<file path="config.mk">
export PLATFORM = sky130hd
export DESIGN_NAME = fragcnt_dumper
export DESIGN_NICKNAME = d
export VERILOG_FILES = /design/src/rtl/fragcnt_pkg.sv /design/src/rtl/fragcnt_counter.sv /design/src/rtl/fragcnt_pending.sv /design/src/rtl/fragcnt_writer.sv /design/src/rtl/fragcnt_dumper.sv
export SDC_FILE = /design/constraint.sdc
export NUM_CORES = 1
export LEC_CHECK = 0
export BUFFER_PORTS_ARGS = -buffer_cell sky130_fd_sc_hd__buf_2
export CAP_MARGIN = 20
export CELL_PAD_IN_SITES_DETAIL_PLACEMENT = 0
export CELL_PAD_IN_SITES_GLOBAL_PLACEMENT = 1
export CORE_MARGIN = 1.5
export CORE_UTILIZATION = 56
export DETAILED_ROUTE_END_ITERATION = 6
export GPL_TIMING_DRIVEN = 1
export PLACE_DENSITY = 0.87
export SLEW_MARGIN = 20
export SYNTH_ARGS = -nofsm -noshare
export SYNTH_HDL_FRONTEND = slang
export SYNTH_HIERARCHICAL = 1
export SYNTH_SLANG_ARGS = --single-unit
</file>
<file path="constraint.sdc">
create_clock -name clk -period 37.4 [get_ports clk]
set_input_delay 3.74 -clock clk [delete_from_list [all_inputs] [get_ports clk]]
set_output_delay 3.74 -clock clk [all_outputs]
set_load 0.01 [all_outputs]
</file>
<file path="src/rtl/fragcnt_pkg.sv">
package fragcnt_pkg;
  localparam int WORD_W    = 64;
  localparam int VALID_BIT = 63;
  localparam int PAY_W     = 63;
  localparam int QW_SHIFT  = 3;   // bytes per word = 8
  typedef logic [WORD_W-1:0] qword_t;
endpackage

</file>
<file path="src/rtl/fragcnt_counter.sv">
module fragcnt_counter #(
  parameter int CNT_W = 63
) (
  input  logic             clk,
  input  logic             rst,
  input  logic             pass_i,
  output logic [CNT_W-1:0] cnt_o
);
  localparam logic [CNT_W-1:0] CMAX = '1;

  always_ff @(posedge clk) begin
    if (rst)                          cnt_o <= '0;
    else if (pass_i && cnt_o != CMAX) cnt_o <= cnt_o + 1'b1;
  end

  // once at the ceiling, stays there
  a_r9_no_wrap: assert property (@(posedge clk) disable iff (rst)
    cnt_o == CMAX |=> cnt_o == CMAX);
  // tally never decreases outside reset
  a_r11_monotonic: assert property (@(posedge clk) disable iff (rst)
    !$past(rst) |-> cnt_o >= $past(cnt_o));
endmodule

</file>
<file path="src/rtl/fragcnt_pending.sv">
module fragcnt_pending #(
  parameter int WIDTH = 8,
  parameter int DEPTH = 2
) (
  input  logic             clk,
  input  logic             rst,
  input  logic             push_i,
  input  logic [WIDTH-1:0] din_i,
  input  logic             pop_i,
  output logic [WIDTH-1:0] head_o,
  output logic             empty_o
);
  localparam int PW = (DEPTH > 1) ? $clog2(DEPTH) : 1;

  logic [WIDTH-1:0] mem [DEPTH];
  logic [PW:0]      wp, rp;
  logic             full;

  assign empty_o = (wp == rp);
  assign full    = (wp[PW-1:0] == rp[PW-1:0]) && (wp[PW] != rp[PW]);
  assign head_o  = mem[rp[PW-1:0]];

  always_ff @(posedge clk) begin
    if (rst) begin
      wp <= '0;
      rp <= '0;
    end else begin
      if (push_i) begin
        mem[wp[PW-1:0]] <= din_i;
        wp <= wp + 1'b1;
      end
      if (pop_i && !empty_o) rp <= rp + 1'b1;
    end
  end

  // a snapshot must never arrive with no free slot
  a_r8_no_overflow: assert property (@(posedge clk) disable iff (rst)
    push_i |-> !full);
endmodule

</file>
<file path="src/rtl/fragcnt_writer.sv">
module fragcnt_writer
  import fragcnt_pkg::*;
#(
  parameter int NUM_BE = 4,
  parameter int CNT_W  = 63,
  parameter int ADDR_W = 32
) (
  input  logic                    clk,
  input  logic                    rst,
  input  logic                    empty_i,
  input  logic [ADDR_W-1:0]       base_i,
  input  logic                    sel_i,
  input  logic [NUM_BE*CNT_W-1:0] cnts_i,
  output logic                    pop_o,
  output logic                    wr_valid_o,
  input  logic                    wr_ready_i,
  output logic [ADDR_W-1:0]       wr_addr_o,
  output qword_t                  wr_data_o,
  output logic                    done_o
);
  localparam int IW = (NUM_BE > 1) ? $clog2(NUM_BE) : 1;
  localparam logic [IW-1:0] LAST = IW'(NUM_BE - 1);

  logic [IW-1:0]    idx;
  logic             hs, last;
  logic [CNT_W-1:0] cur;

  assign wr_valid_o = !empty_i;
  assign hs         = wr_valid_o && wr_ready_i;
  assign last       = (idx == LAST);
  assign pop_o      = hs && last;
  assign cur        = cnts_i[idx*CNT_W +: CNT_W];
  // offset = idx*16 + sel*8
  assign wr_addr_o  = base_i + ADDR_W'({idx, sel_i, 3'b000});
  assign wr_data_o  = {1'b1, PAY_W'(cur)};

  always_ff @(posedge clk) begin
    if (rst) begin
      idx    <= '0;
      done_o <= 1'b0;
    end else begin
      done_o <= pop_o;
      if (hs) idx <= last ? '0 : idx + 1'b1;
    end
  end

  // a stalled request holds
  a_r7_hold: assert property (@(posedge clk) disable iff (rst)
    wr_valid_o && !wr_ready_i |=> wr_valid_o && $stable(wr_addr_o) && $stable(wr_data_o));
  // valid flag present on every word
  a_r2_valid_bit: assert property (@(posedge clk) disable iff (rst)
    wr_valid_o |-> wr_data_o[VALID_BIT]);
  // done follows acceptance of a final word
  a_r10_done: assert property (@(posedge clk) disable iff (rst)
    !$past(rst) && done_o |-> $past(wr_valid_o && wr_ready_i));
endmodule

</file>
<file path="src/rtl/fragcnt_dumper.sv">
module fragcnt_dumper
  import fragcnt_pkg::*;
#(
  parameter int NUM_BE     = 4,
  parameter int CNT_W      = 63,
  parameter int ADDR_W     = 32,
  parameter int PEND_DEPTH = 2
) (
  input  logic              clk,
  input  logic              rst,
  input  logic [NUM_BE-1:0] pass_i,
  input  logic              dump_i,
  input  logic [ADDR_W-1:0] base_i,
  input  logic              end_sel_i,
  output logic              wr_valid_o,
  input  logic              wr_ready_i,
  output logic [ADDR_W-1:0] wr_addr_o,
  output logic [63:0]       wr_data_o,
  output logic              done_o
);
  localparam int SNAP_W = NUM_BE * CNT_W;
  localparam int ENT_W  = ADDR_W + 1 + SNAP_W;

  logic [SNAP_W-1:0] cnt_flat;
  logic [ENT_W-1:0]  head;
  logic              empty, pop;

  for (genvar g = 0; g < NUM_BE; g++) begin : g_be
    fragcnt_counter #(.CNT_W(CNT_W)) u_cnt (
      .clk    (clk),
      .rst    (rst),
      .pass_i (pass_i[g]),
      .cnt_o  (cnt_flat[g*CNT_W +: CNT_W])
    );
  end

  fragcnt_pending #(.WIDTH(ENT_W), .DEPTH(PEND_DEPTH)) u_pend (
    .clk     (clk),
    .rst     (rst),
    .push_i  (dump_i),
    .din_i   ({base_i, end_sel_i, cnt_flat}),
    .pop_i   (pop),
    .head_o  (head),
    .empty_o (empty)
  );

  fragcnt_writer #(.NUM_BE(NUM_BE), .CNT_W(CNT_W), .ADDR_W(ADDR_W)) u_wr (
    .clk        (clk),
    .rst        (rst),
    .empty_i    (empty),
    .base_i     (head[ENT_W-1 -: ADDR_W]),
    .sel_i      (head[SNAP_W]),
    .cnts_i     (head[SNAP_W-1:0]),
    .pop_o      (pop),
    .wr_valid_o (wr_valid_o),
    .wr_ready_i (wr_ready_i),
    .wr_addr_o  (wr_addr_o),
    .wr_data_o  (wr_data_o),
    .done_o     (done_o)
  );
endmodule

</file>
==> key figures <==
Logic synthesis
  – Post-Syn Area: around 37000 sq um
  – Cell count after synthesis: between 2000 and 3000
  – Total nets after synthesis: 2893
  – Post-synth EDFFs: 570
  – Library cells used by synthesis: 57
  – Mean Syn Cell Area: between 10 and 15 sq um
  – Ys async rst share: 0%
  – Post-synthesis sequential area ratio: 60.2%
  – Syn. warnings: 6
  – #FFs+latches synth: between 800 and 900
  – Primary FF master, synth: edfxtp_1

Drt
  – First-iteration detailed-routing DRC count: around 2800
  – Vias/cell: about 6.4
  – Met2 wire length: around 47 mm
  – Detailed Route WL: between 90 and 100 mm
  – ANT nets after route: 0
  – M1 WL: 40.3 mm
  – DR top layer: met4
  – DR WL/cell: 25.2 um
  – Total number of vias: roughly 25000
  – Post-route DRC violation count: 0
  – DR pass1 iterations: 5
  – WL met3: between 7 and 8 mm

STA
  – TNS Setup: 0 ns
  – Final Hold Fails: 0
  – Worst-Margin Slew: around 1.1 ns
  – Setup violations, final: 0
  – Slew Limit Fails: 0
  – Fmax: around 110 MHz
  – RSZ-0062 raised after global routing: no
  – Clock period minus worst slack: between 9 and 10 ns
  – Relative slew margins: 27.8%
  – Clk_skew: approximately 0.024 ns
  – Final period util: about a quarter

Global route
  – Gr usage total: 28.6%
  – First-pass GRT wire length: between 100 and 150 mm
  – Vias in the first global route: 23900
  – GRT overflow: 0
  – Antenna violations before repair: 4
  – Largest net degree at the start of global routing: 94

Worst setup path
  – Buf/Inv on CP: 5
  – Crit start category: flip-flop
  – Worst path most repeated cell: buf_4
  – Slowest cell on crit path: buf_4
  – CP required: between 30 and 40 ns
  – Critical path, cell by cell: buf_4, buf_4, buf_4, buf_4, mux2_2, mux4_2, buf_2
  – Setup CP Type: reg -> out
  – CP delay by family, top: buffers and inverters
  – Max incr delay on CP: about 0.94 ns
  – Crit path DAT: about 5.7 ns
  – Worst setup EP type: output pin
  – Top fanout value on the critical path: about 80

Clock tree
  – CTS tree: yes
  – Hold buffer count at CTS: 0
  – Clock sink total: 830
  – CTS buffer count: 83
  – # Post-CTS Setup Buffers: 0
  – Clk Latency, worst-skew pair: 0.65 ns
  – Clock Tree Root: clkbuf_16
  – H-Tree Depth: 3
  – # resized after CTS: 0
  – CTS max path bufs: 3
  – Worst-path clk slew: around 0.060 ns

Layout
  – Layout area overhead: 11.0%
  – Fillcell total: roughly 5000
  – Fin area: around 40000 sq um
  – Commonest non-fill, non-tap cell in the layout: edfxtp_1
  – Nets@finish: between 3000 and 4000
  – Share of layout cells above drive strength 1: between 20% and 30%
  – Util after Layout: ~63%
  – Most frequent cells in the layout: edfxtp_1 (570), mux2_2 (321), dfxtp_1 (257)

Power
  – Clock power share: between 40% and 50%
  – Total power: 0.00192 W
  – Sequential share of power: a little over half
  – Int Pwr: between 0.0015 and 0.002 W
  – Leakage power: about 13 nW
  – Pwr dens: between 40 and 50 nW/um^2
  – Net Sw Frac: 21.5%
  – Max IR drop VDD: between 30 and 40 uV
  – Logic gate share of total power: ~4.0%
  – Switch Pwr: between 0.0004 and 0.0005 W

Placement
  – RePlAce Congestion: between 0.9 and 1
  – Port Buffers: between 100 and 150
  – Hpwl dp: between 60 and 70 mm
  – Placed cell area: 38400 sq um

Floorplanning
  – Die height: ~260 um
  – Core area: between 60000 and 70000 sq um
  – Die area: approximately 68000 sq um
  – FP Rows: 94
  – Die width: between 200 and 300 um
  – I/O pins: approximately 140
  – Initial Util: a little under three fifths

Run
  – Max-cap viol count: 0

Status
  – Outcome: completed

Worst hold path
  – Min-delay worst type: reg -> reg
==> state kept, by name, summed over array words and instances (netlist names), named ones only <==
name / cells
u_pend/wp: 2
u_wr/idx: 2
u_wr/done_o: 1
u_pend/rp: 2
g_be.u_cnt/cnt_o: 252
u_pend/mem: 570
==> area by class of cell <==
class	count	area, sq um	share of cell area [%]
diodes	4	10.0	0.0243
clock buffers	102	2200	5.34
clock inverters	52	541	1.31
inverters	22	82.6	0.201
multi-input cells	1858	14000	34.1
flip-flops and latches	830	22300	54.3
well taps	864	1080	2.63
repair buffers	164	898	2.18
==> per-stage QoR <==
step	worst slack (ns)	std cells	hold WS, ns
floorplan	11.94	2843	0.462
global placement	28.78	3738	0.489
detailed placement	28.62	3738	0.506
CTS	27.90	3892	0.520
global route	27.63	3892	0.529
finish	27.93	3896	0.518
==> final timing paths <==
path                                                           start                            to  slack, ns  depth (start not counted)
worst max-delay path                                       flip-flop                 wr_data_o[53]      27.93                          7
worst min-delay path            g_be[0].u_cnt/cnt_o[62]$_SDFFE_PP0P_   u_pend/mem[1][62]$_DFFE_PP_       0.52                          0
worst max register to register             u_pend/wp[0]$_SDFFE_PP0P_  u_pend/mem[0][223]$_DFFE_PP_      33.19                          4
worst min register to register  g_be[0].u_cnt/cnt_o[62]$_SDFFE_PP0P_   u_pend/mem[1][62]$_DFFE_PP_       0.52                          0
==> cell usage after synthesis (all sizes together) (6+ instances only) <==
master,count,area (sq um)
nand2,141,529
dfxtp,260,5200
o21ai,52,275
nor3b,10,75.1
nor4b,12,130
clkbuf,49,184
xnor2,102,893
and3b,9,78.8
or2,12,75.1
or3,72,450
o21ba,8,80.1
mux4,63,1420
o31ai,40,300
ha,8,100
edfxtp,570,17100
mux2,333,3750
inv,22,82.6
nor2b,38,238
and2,24,150
nand4,126,870
nor4,93,657
and3,20,125
and4,41,362
xor2,33,297
nor2,238,903
a21oi,111,556
or4,52,405
nand2b,6,37.5
buf,84,484
nand3,106,531
o31a,8,70.1
nor3,67,340
==> layer usage <==
layer  track usage [%]  up-vias
li1                  -    11200
met1              39.7    12500
met2              46.3     1081
met3              3.97      169
met4              10.7        0
met5                 0        -
==> power by group through the flow <==
stage	Combinational, W	Clock [W]	Sequential (W)
2_1_floorplan	0.0000531	0	0.00104
3_3_place_gp	0.0000749	0	0.00103
3_5_place_dp	0.0000764	0	0.00103
4_1_cts	0.0000770	0.000847	0.00101
5_1_grt	0.0000820	0.000878	0.00101
6_report	0.0000766	0.000833	0.00101
==> worst register-to-register path, delay by kind of cell, from the launching register on <==
kind,cells,cell delay [ns]
buffers and inverters,3,2.70
DFF,1,0.40
and+or+nand+nor,1,0.68
==> cells by family (layout without fill, tap and decap cells) <==
group,after synthesis,in the layout,share of synthesized area (%)
AND/OR/NAND/NOR,1079,1079,16.3
flip-flops,830,830,60.2
multiplexers,398,398,14.0
AO/OA/AOI/OAI,236,236,3.89
buffers and inverters,155,340,2.02
XOR/XNOR,135,135,3.21
adder cells (fa/ha/maj),9,9,0.324
other,1,5,0.0101
No activity file was read; power rests on OpenSTA's default activity.
